### src/rtl/bcc_pkg.sv
package bcc_pkg;

    typedef enum logic [1:0] {
        ST_IDLE = 2'd0,
        ST_WAIT = 2'd1,
        ST_SEND = 2'd2,
        ST_COLL = 2'd3
    } acc_state_t;

endpackage

### src/rtl/echo_run_counter.sv
// Counts consecutive ones seen on the bus echo, saturating at MAX_RUN.
// run_len includes the current cycle's echo value.
module echo_run_counter #(
    parameter int MAX_RUN = 10,
    parameter int CNT_W   = $clog2(MAX_RUN + 1)
) (
    input  logic             clk,
    input  logic             rst_n,
    input  logic             hold_clear,
    input  logic             echo,
    output logic [CNT_W-1:0] run_len
);

    localparam logic [CNT_W-1:0] SAT = CNT_W'(MAX_RUN);

    logic [CNT_W-1:0] cnt_q;

    always_comb begin
        if (!echo) begin
            run_len = '0;
        end else if (cnt_q >= SAT) begin
            run_len = SAT;
        end else begin
            run_len = cnt_q + 1'b1;
        end
    end

    always_ff @(posedge clk) begin
        if (!rst_n) begin
            cnt_q <= '0;
        end else if (hold_clear) begin
            cnt_q <= '0;
        end else begin
            cnt_q <= run_len;
        end
    end

endmodule

### src/rtl/run_threshold.sv
// Clamps the configured base and adds one per collision since the last
// successful frame, with the sum capped at MAX_RUN.
module run_threshold #(
    parameter int MIN_RUN = 7,
    parameter int MAX_RUN = 10,
    parameter int CNT_W   = $clog2(MAX_RUN + 1)
) (
    input  logic             clk,
    input  logic             rst_n,
    input  logic [CNT_W-1:0] cfg_base,
    input  logic             bump,
    input  logic             restore,
    output logic [CNT_W-1:0] thr
);

    localparam int EXTRA_MAX = MAX_RUN - MIN_RUN;
    localparam int EXTRA_W   = (EXTRA_MAX < 1) ? 1 : $clog2(EXTRA_MAX + 1);
    localparam logic [CNT_W-1:0] LO = CNT_W'(MIN_RUN);
    localparam logic [CNT_W-1:0] HI = CNT_W'(MAX_RUN);
    localparam logic [EXTRA_W-1:0] EXTRA_TOP = EXTRA_W'(EXTRA_MAX);

    logic [EXTRA_W-1:0] extra_q;
    logic [CNT_W-1:0]   base_c;
    logic [CNT_W:0]     sum;

    always_comb begin
        if (cfg_base < LO) begin
            base_c = LO;
        end else if (cfg_base > HI) begin
            base_c = HI;
        end else begin
            base_c = cfg_base;
        end
        sum = {1'b0, base_c} + (CNT_W + 1)'(extra_q);
        thr = (sum > {1'b0, HI}) ? HI : sum[CNT_W-1:0];
    end

    always_ff @(posedge clk) begin
        if (!rst_n) begin
            extra_q <= '0;
        end else if (restore) begin
            extra_q <= '0;
        end else if (bump && (extra_q < EXTRA_TOP)) begin
            extra_q <= extra_q + 1'b1;
        end
    end

endmodule

### src/rtl/bus_access_fsm.sv
module bus_access_fsm
    import bcc_pkg::*;
#(
    parameter int CNT_W = 4
) (
    input  logic             clk,
    input  logic             rst_n,
    input  logic             tx_bit,
    input  logic             tx_bit_valid,
    input  logic             echo,
    input  logic [CNT_W-1:0] run_len,
    input  logic [CNT_W-1:0] thr,
    output logic             bus_drive,
    output logic             bus_grant,
    output logic             collision,
    output logic             coll_evt,
    output logic             ok_evt,
    output logic             cnt_hold
);

    acc_state_t state_q, state_d;
    logic       lost_bit;

    // Driving 1 while the line reads 0: another station owns the bus.
    assign lost_bit = tx_bit_valid && tx_bit && !echo;

    always_ff @(posedge clk) begin
        if (!rst_n) begin
            state_q <= ST_IDLE;
        end else begin
            state_q <= state_d;
        end
    end

    always_comb begin
        state_d = state_q;
        unique case (state_q)
            ST_IDLE: begin
                if (tx_bit_valid) state_d = ST_WAIT;
            end
            ST_WAIT: begin
                if (!tx_bit_valid)      state_d = ST_IDLE;
                else if (run_len >= thr) state_d = ST_SEND;
            end
            ST_SEND: begin
                if (!tx_bit_valid)  state_d = ST_IDLE;
                else if (lost_bit)  state_d = ST_COLL;
            end
            ST_COLL: begin
                state_d = tx_bit_valid ? ST_WAIT : ST_IDLE;
            end
            default: state_d = ST_IDLE;
        endcase
    end

    always_comb begin
        bus_drive = 1'b1;
        bus_grant = 1'b0;
        collision = 1'b0;
        coll_evt  = 1'b0;
        ok_evt    = 1'b0;
        cnt_hold  = 1'b0;
        unique case (state_q)
            ST_IDLE: ;
            ST_WAIT: ;
            ST_SEND: begin
                bus_grant = 1'b1;
                cnt_hold  = 1'b1;
                bus_drive = tx_bit_valid ? tx_bit : 1'b1;
                coll_evt  = lost_bit;
                ok_evt    = !tx_bit_valid;
            end
            ST_COLL: begin
                collision = 1'b1;
            end
            default: ;
        endcase
    end

endmodule

### src/rtl/bus_collision_ctrl.sv
module bus_collision_ctrl #(
    parameter int MIN_RUN = 7,
    parameter int MAX_RUN = 10,
    parameter int CNT_W   = $clog2(MAX_RUN + 1)
) (
    input  logic             clk,
    input  logic             rst_n,
    input  logic [CNT_W-1:0] cfg_run_base,
    input  logic             tx_bit,
    input  logic             tx_bit_valid,
    input  logic             echo,
    output logic             bus_drive,
    output logic             bus_grant,
    output logic             collision
);

    logic [CNT_W-1:0] run_len;
    logic [CNT_W-1:0] thr;
    logic             coll_evt;
    logic             ok_evt;
    logic             cnt_hold;

    echo_run_counter #(
        .MAX_RUN (MAX_RUN),
        .CNT_W   (CNT_W)
    ) run_cnt_i (
        .clk        (clk),
        .rst_n      (rst_n),
        .hold_clear (cnt_hold),
        .echo       (echo),
        .run_len    (run_len)
    );

    run_threshold #(
        .MIN_RUN (MIN_RUN),
        .MAX_RUN (MAX_RUN),
        .CNT_W   (CNT_W)
    ) thr_i (
        .clk      (clk),
        .rst_n    (rst_n),
        .cfg_base (cfg_run_base),
        .bump     (coll_evt),
        .restore  (ok_evt),
        .thr      (thr)
    );

    bus_access_fsm #(
        .CNT_W (CNT_W)
    ) fsm_i (
        .clk          (clk),
        .rst_n        (rst_n),
        .tx_bit       (tx_bit),
        .tx_bit_valid (tx_bit_valid),
        .echo         (echo),
        .run_len      (run_len),
        .thr          (thr),
        .bus_drive    (bus_drive),
        .bus_grant    (bus_grant),
        .collision    (collision),
        .coll_evt     (coll_evt),
        .ok_evt       (ok_evt),
        .cnt_hold     (cnt_hold)
    );

endmodule

### config.mk
export PLATFORM = sky130hd
export DESIGN_NAME = bus_collision_ctrl
export DESIGN_NICKNAME = d
export VERILOG_FILES = /design/src/rtl/bcc_pkg.sv /design/src/rtl/echo_run_counter.sv /design/src/rtl/run_threshold.sv /design/src/rtl/bus_access_fsm.sv /design/src/rtl/bus_collision_ctrl.sv
export SDC_FILE = /design/constraint.sdc
export NUM_CORES = 1
export LEC_CHECK = 0
export BUFFER_PORTS_ARGS = -buffer_cell sky130_fd_sc_hd__buf_2
export CORE_AREA = 2 2 39 41
export DETAILED_ROUTE_END_ITERATION = 10
export DIE_AREA = 0 0 41 43
export HOLD_SLACK_MARGIN = 0.08
export PLACE_DENSITY_LB_ADDON = 0.25
export REMOVE_ABC_BUFFERS = 1
export SYNTH_ARGS = -nofsm -noshare
export SYNTH_HDL_FRONTEND = slang
export SYNTH_HIERARCHICAL = 1
export SYNTH_SLANG_ARGS = --single-unit
### constraint.sdc
create_clock -name clk -period 2.5 [get_ports clk]
set_input_delay 0.125 -clock clk [delete_from_list [all_inputs] [get_ports clk]]
set_output_delay 0.125 -clock clk [all_outputs]
set_load 0.005 [all_outputs]
==> summary.txt, run 1 <==
========================================================================================
Antenna violations before repair ..........................................            0
Die Area ..................................................................     1760 um2
Area of the core ..........................................................     1380 um2
Design Power ..............................................................   0.000285 W
Cell Area, Placed .........................................................      727 um2
Number of port buffers ....................................................           11
Proportion of layout cells with a drive suffix above 1 ....................        26.7%
Internal cell power .......................................................   0.000212 W
Wire length of the first global-routing pass ..............................      1710 um
Commonest non-fill, non-tap cells in the layout ........................... 11 x buf_2, 10 x inv_1, 9 x ha_1, 7 x dfxtp_1
Number of buffers inserted during clock tree synthesis ....................            3
Post-route fraction of the period consumed by the critical path ...........        93.3%
Static leakage ............................................................     0.372 nW
Worst clock skew ..........................................................   0.00328 ns
Post-synthesis async set-or-reset flop share ..............................           0%
Per-instance average area after synthesis .................................     8.56 um2
Switching share of power ..................................................        25.6%
CP Class .................................................................. register to register
Tightest Pin Transition ...................................................     0.317 ns
Library cell with the largest summed area after synthesis .................      dfxtp_1
Iteration-0 DRC count of the detailed router ..............................            6
Largest net degree at the start of global routing .........................            7
Total routing usage reported by global routing ............................        14.0%
Setup repair after global routing missed its margin .......................        false
Distinct cell type count after synthesis ..................................           31
Startpoint types ..........................................................     register
Final TNS setup ...........................................................         0 ns
Fmax ......................................................................    0.429 GHz
Total I/O pin count .......................................................           12
Final hold violation count ................................................            0
Clk Tree Root Cell ........................................................     clkbuf_4
Adder-cell share of the synthesized area ..................................        20.1%
Post-Route Utilization ....................................................        55.1%
Register area share after synthesis .......................................        24.3%
Sequential power share ....................................................        47.2%
Fraction of power consumed by combinational cells .........................        17.8%
Largest family of logic cells by synthesized area ......................... simple AND/OR/NAND/NOR gates
Remaining antenna violation count after routing ...........................            0
Critical-path cell with the highest stage delay ...........................         fa_1
Worst Path Arrival ........................................................      2.48 ns
Wire per inst .............................................................      10.0 um
Total count of max-transition violations in the final report ..............            0
Count of yosys warnings during synthesis ..................................            6
Cells along the critical path ............................................. ha_1, inv_1, fa_1, xnor2_2, o21ai_1, inv_1, ha_1, o211ai_2, a21oi_1, a211o_1, o2111a_1
Per-cell via count in the routed design ...................................         5.08
Total via count in the routed design ......................................          539
Number of maximum-capacitance violations ..................................            0
Post-DP HPWL ..............................................................       919 um
Buffers and inverters on the worst path ...................................            2
Worst Hold Class .......................................................... input pin to register
Post-CTS setup repair buffer count ........................................            0
Layout Nets ...............................................................          111
Final routed DRC violation total ..........................................            0
Ant. Diodes ...............................................................            0
Via count of the first global-routing pass ................................          459
FP Rows ...................................................................           14
Result of the run ......................................................... finished clean
Area share of xor/xnor cells in the synthesized design ....................        2.66%
Wire length after detailed routing ........................................      1060 um
Worst hold margin .........................................................     0.158 ns
Worst setup EP type .......................................................     register
Pwr/cell area .............................................................   374 nW/um2
Shortest clock period the worst path allows after layout ..................      2.33 ns
Required time of the worst setup path .....................................      2.65 ns
Post-synthesis register bit count .........................................            8
Clock latency of the later-clocked register in the worst-skew pair ........      0.25 ns
Clock-pin slew of the registers on the worst-case setup and hold paths ....      0.06 ns
Height of the die .........................................................        43 um
CTS Hold Buffers Added ....................................................            0
Peak supply drop ..........................................................     0.185 mV
Headroom to the max-slew limit ............................................        78.8%
Share of Yosys cell area claimed by the top area cell type ................        24.3%
Final setup fails .........................................................            0
Category of cells accounting for the largest share of critical-path delay .  adder cells
CTS sink count ............................................................            8
Non-Filler Cell Area, Final ...............................................      762 um2
Number of enable-type register cells in the synthesized netlist ...........            0
CTS tree ..................................................................         done
Mux share of post-synthesis cell area .....................................        1.52%
Power spent charging and discharging nets .................................  0.0000731 W
TritonRoute pass-1 iters ..................................................            4
Simple logic cell fraction of the synthesized area ........................        27.5%
Die Wd ....................................................................        41 um
Post-synthesis instance area ..............................................      659 um2
Count of mapped cells out of synthesis ....................................           77
Final Wtd Congestion ......................................................        0.718
Most common library cell in the layout ignoring fill and taps .............        buf_2
Prevailing post-synth register cell .......................................      dfxtp_1
Compound-Gate Fraction of Synth Area ......................................        17.1%
CP peak stage delay .......................................................      0.41 ns
Clk network pwr share .....................................................        35.0%
Area growth, synth to finish ..............................................        15.6%
Starting density of the core ..............................................        47.6%
Worst-case clock buffer depth .............................................            2
Maximum net fanout on the critical path ...................................            3
Cell types occupying the most area after synthesis ........................ dfxtp_1 24%, ha_1 17%, inv_1 5.7%
H-Tree Depth ..............................................................            1
Total grt overflow ........................................................            0
========================================================================================
[cells in the mapped netlist, types with 2 or more instances]
| cell type | instances |
|---|---|
| a21oi_1 | 4 |
| a31oi_1 | 2 |
| and2_1 | 4 |
| dfxtp_1 | 8 |
| ha_1 | 9 |
| inv_1 | 10 |
| nand2_1 | 5 |
| nand2b_1 | 2 |
| nor2_1 | 5 |
| nor2b_1 | 5 |
| o21ai_1 | 2 |
| xnor2_1 | 2 |
[per-layer routing]
metal  vias to the layer above  track usage (%)  routed length (um)
met4                         0             6.00                   8
met3                         2             4.71                  42
met1                       239             17.2                 496
li1                        290                -                   -
met2                         8             21.3                 515
met5                         -                0                   0
[power groups by stage]
stage               combinational (W)   clock, W  sequential, W
finish                      0.0000507  0.0000999       0.000135
global placement            0.0000483          0       0.000137
global route                0.0000578   0.000109       0.000135
CTS                         0.0000495   0.000105       0.000135
floorplan                   0.0000332          0       0.000137
detailed placement          0.0000493          0       0.000137
[worst paths after layout]
| check | startpoint | end | slack (ns) | cells after the start |
|---|---|---|---|---|
| worst min register to register | run_cnt_i/cnt_q[3]$_SDFF_PP0_ | run_cnt_i/cnt_q[1]$_SDFF_PP0_ | 0.54 | 2 |
| worst min-delay path | rst_n | fsm_i/state_q[1]$_SDFFE_PN0P_ | 0.16 | 2 |
| worst max-delay path | thr_i/extra_q[0]$_SDFFE_PP0P_ | fsm_i/state_q[1]$_SDFFE_PN0P_ | 0.17 | 11 |
| worst max register to register | thr_i/extra_q[0]$_SDFFE_PP0P_ | fsm_i/state_q[1]$_SDFFE_PN0P_ | 0.17 | 11 |
[stage by stage]
step	worst slack (ns)	std cells
3_3_place_gp	0.0961	103
3_5_place_dp	0.0223	103
6_report	0.167	106
5_1_grt	0.0200	106
2_1_floorplan	0.267	76
4_1_cts	0.106	106
[cell families (layout without fill, tap and decap cells)]
kind of cell / Yosys count / count (layout)
buf+inv: 11 / 24
fa+ha+maj: 10 / 10
compound gates: 15 / 15
xor+xnor: 2 / 2
mux: 1 / 1
flops: 8 / 8
simple gates: 30 / 30
[flip-flops by register name (all words and copies together) (netlist names)]
signal and count:
fsm_i/state_q 2, thr_i/extra_q 2, run_cnt_i/cnt_q 4
[cell type report]
type,count,area [um2]
Sequential cell,8,161
Fill cell,143,622
Tap cell,16,20.0
Multi-Input combinational cell,58,465
Timing Repair Buffer,11,55.1
Inverter,10,37.5
Clock buffer,3,22.5
[repair_timing]
| action | CTS | global route |
|---|---|---|
| gates resized for setup | 0 | 3 |
| endpoints found under the hold margin | 0 | 0 |
| setup endpoints to repair | 0 | 2 |
Power figures use the tool's default switching activity.
==> run 2: changes to the inputs <==
- SYNTH_HIERARCHICAL: 1 -> not set
==> summary.txt, run 2 <==
=====================================================================================
Final routed DRC violation total .......................................            0   unchanged
Wire length of the first global-routing pass ...........................      1900 um   +11%
Antenna violations before repair .......................................            0   unchanged
Final Wtd Congestion ...................................................        0.791   +10%
Post-synthesis async set-or-reset flop share ...........................           0%   unchanged
Startpoint types .......................................................     register
Total grt overflow .....................................................            0   unchanged
FP Rows ................................................................           14   unchanged
Total routing usage reported by global routing .........................        16.0%   +2.0 points
Power spent charging and discharging nets ..............................  0.0000745 W   +1.9%
Count of yosys warnings during synthesis ...............................            0   -6
Area used by multi-input combinational logic ...........................      462 um2   -0.81%
Wire per inst ..........................................................      11.0 um   +10%
Setup repair after global routing missed its margin ....................        false
Per-instance average area after synthesis ..............................     8.66 um2   +1.1%
Share of Yosys cell area claimed by the top area cell type .............        25.0%   +0.71 points
Commonest non-fill, non-tap cells in the layout ........................ 11 x buf_2, 9 x nand2_1, 9 x ha_1, 7 x dfxtp_1, 6 x inv_1
Worst hold margin ......................................................     0.186 ns   +0.0278 ns
Headroom to the max-slew limit .........................................        82.1%   +3.3 points
Die Wd .................................................................        41 um   unchanged
Clock latency of the later-clocked register in the worst-skew pair .....      0.26 ns   about the same
Clk Tree Root Cell .....................................................     clkbuf_4
Hold Path Stages .......................................................            2   unchanged
Post-synthesis register bit count ......................................            8   unchanged
Design Power ...........................................................   0.000286 W   +0.12%
Worst clock skew .......................................................   0.00592 ns   +0.00264 ns
Reg-to-reg endpoint .................................................... fsm_i.state_q[1]$_SDFFE_PN0P_
Reg2Reg Setup Slack ....................................................      0.20 ns   +0.03 ns
Shortest clock period the worst path allows after layout ...............      2.30 ns   -0.0315 ns
Non-Filler Cell Area, Final ............................................      751 um2   -1.5%
Post-DP HPWL ...........................................................       945 um   +2.8%
Worst Hold Class ....................................................... input pin to register
Source of the worst register-to-register timing path ................... thr_i.extra_q[0]$_SDFFE_PP0P_
Maximum net fanout on the critical path ................................            4   +1
Proportion of layout cells with a drive suffix above 1 .................        21.6%   -5.1 points
Count of mapped cells out of synthesis .................................           74   -3.9%
Number of enable-type register cells in the synthesized netlist ........            0   unchanged
CTS tree ...............................................................         done
Fmax ...................................................................    0.434 GHz   +1.4%
Cell types occupying the most area after synthesis ..................... dfxtp_1 25%, ha_1 18%, nand2_1 5.3%
Result of the run ...................................................... finished clean
Library cell with the largest summed area after synthesis ..............      dfxtp_1
Pwr/cell area ..........................................................   380 nW/um2   +1.6%
Leading registers by flop count ........................................ run_cnt_i.cnt_q: 4 flops, fsm_i.state_q: 2 flops, thr_i.extra_q: 2 flops
Post-route fraction of the period consumed by the critical path ........        92.1%   -1.3 points
CP Class ............................................................... register to register
Most common library cell in the layout ignoring fill and taps ..........        buf_2
Remaining antenna violation count after routing ........................            0   unchanged
Number of buffers inserted during clock tree synthesis .................            3   unchanged
Internal cell power ....................................................   0.000211 W   -0.49%
TritonRoute pass-1 iters ...............................................            1   -3
Iteration-0 DRC count of the detailed router ...........................            0   -6
Largest register FFs ...................................................            4   unchanged
Clock-pin slew of the registers on the worst-case setup and hold paths .      0.06 ns   about the same
Clk network pwr share ..................................................        35.4%   +0.4 points
Post-synthesis instance area ...........................................      641 um2   -2.8%
Switching share of power ...............................................        26.1%   +0.45 points
Prevailing post-synth register cell ....................................      dfxtp_1
Sequential cell area ...................................................      161 um2   unchanged
Via count of the first global-routing pass .............................          492   +7.2%
Min-delay src ..........................................................         echo
Reg2reg path depth .....................................................           10   -1
Static leakage .........................................................     0.367 nW   -1.5%
Final TNS setup ........................................................         0 ns   unchanged
Starting density of the core ...........................................        46.3%   -1.4 points
Number of maximum-capacitance violations ...............................            0   unchanged
Per-cell via count in the routed design ................................         5.38   +5.7%
Final hold violation count .............................................            0   unchanged
Cells resized by post-CTS repair .......................................            0   unchanged
Distinct cell type count after synthesis ...............................           33   +6.5%
Worst-case clock buffer depth ..........................................            2   unchanged
Sequential power share .................................................        47.3%   about the same
Ant. Diodes ............................................................            0   unchanged
Total count of max-transition violations in the final report ...........            0   unchanged
Die Area ...............................................................     1760 um2   unchanged
Fraction of power consumed by combinational cells ......................        17.2%   -0.6 points
Area growth, synth to finish ...........................................        17.2%
Post-CTS setup repair buffer count .....................................            0   unchanged
Number of fill cells in the layout .....................................          138   -3.5%
Total I/O pin count ....................................................           12   unchanged
H-Tree Depth ...........................................................            1   unchanged
Largest Register ....................................................... run_cnt_i.cnt_q
CTS sink count .........................................................            8   unchanged
Worst Path Arrival .....................................................      2.45 ns   -0.03 ns
Height of the die ......................................................        43 um   unchanged
Register area share after synthesis ....................................        25.0%   +0.71 points
Worst setup EP type ....................................................     register
Largest net degree at the start of global routing ......................           11   +4
Tightest Pin Transition ................................................     0.266 ns   -0.0512 ns
Synth cell count leaders ............................................... 9 x ha_1, 9 x nand2_1, 8 x dfxtp_1, 6 x inv_1
CTS Hold Buffers Added .................................................            0   unchanged
Cell Area, Placed ......................................................      719 um2   -1.0%
Final setup fails ......................................................            0   unchanged
Wire length after detailed routing .....................................      1150 um   +7.9%
Area of the core .......................................................     1380 um2   unchanged
Number of port buffers .................................................           11   unchanged
Required time of the worst setup path ..................................      2.65 ns   about the same
Total via count in the routed design ...................................          559   +3.7%
Capture endpoint of the worst hold path ................................ run_cnt_i.cnt_q[2]$_SDFF_PP0_
Layout Nets ............................................................          109   -1.8%
Peak supply drop .......................................................     0.319 mV   +73%
=====================================================================================
## run 2: cell types whose count changed in the layout (fill, tap and decap cells not counted), sizes merged, moves of 2 or more
cell,delta
a21oi,-2
and2,-3
inv,-4
nand2,+4
nor2,-3
nor2b,-4
nor3b,+2
o211ai,+2
o22ai,+2
## run 2: cells by family after synthesis
kind of cell	after synthesis	synth area share (%)
DFF	8	25.0
AOI/OAI and AO/OA	17	18.6
buffers and inverters	7	4.10
xor gates and xnor gates	1	1.37
adders and majority gates	10	20.7
and+or+nand+nor	31	30.3
## run 2: final cells by class
class	instances	share of cell area [%]
multi-input cells	59	61.5
flip-flops and latches	8	21.5
repair buffers	12	8.33
clock buffers	3	3.00
inverters	6	3.00
well taps	16	2.67
## run 2: critical path, cell delays in order (launching register included)
cell and delay [ns]:
dfxtp_2 0.35, ha_1 0.17, inv_1 0.05, fa_1 0.42
xnor2_2 0.16, a21oi_1 0.14, nor2b_1 0.06, ha_1 0.27
nor3b_1 0.19, o211ai_1 0.14, a41o_1 0.24
## run 2: power groups by stage
stage / clock network, W / registers [W] / logic [W]
final: 0.000101 / 0.000135 / 0.0000492
after global routing: 0.000107 / 0.000136 / 0.0000558
after floorplan: 0 / 0.000137 / 0.0000299
after global placement: 0 / 0.000138 / 0.0000476
after CTS: 0.000102 / 0.000135 / 0.0000488
after detailed placement: 0 / 0.000138 / 0.0000485
## run 2: how the worst max path moves through the flow
stage / start / end / slack, ns
after CTS: thr_i.extra_q[0]$_SDFFE_PP0P_ / fsm_i.state_q[1]$_SDFFE_PN0P_ / 0.13
after floorplan: thr_i.extra_q[0]$_SDFFE_PP0P_ / fsm_i.state_q[1]$_SDFFE_PN0P_ / 0.32
after detailed placement: cfg_run_base[2] / fsm_i.state_q[1]$_SDFFE_PN0P_ / 0.08
after global placement: cfg_run_base[2] / fsm_i.state_q[1]$_SDFFE_PN0P_ / 0.10
final: thr_i.extra_q[0]$_SDFFE_PP0P_ / fsm_i.state_q[1]$_SDFFE_PN0P_ / 0.20
after global routing: thr_i.extra_q[0]$_SDFFE_PP0P_ / fsm_i.state_q[1]$_SDFFE_PN0P_ / 0.02
## run 2: per-layer routing
metal	GRT usage (%)	wire length (um)	up-vias
met5	0	0	-
met4	12.0	31	0
met3	1.57	28	4
met2	23.4	544	10
met1	20.6	541	247
li1	-	-	298
## run 2: per-stage QoR
step	setup slack, ns	std cells	utilization (%)
global route	0.0195	104	54.2
global placement	0.103	101	52.0
finish	0.198	104	54.2
detailed placement	0.0767	101	52.0
CTS	0.131	104	53.6
floorplan	0.315	73	-
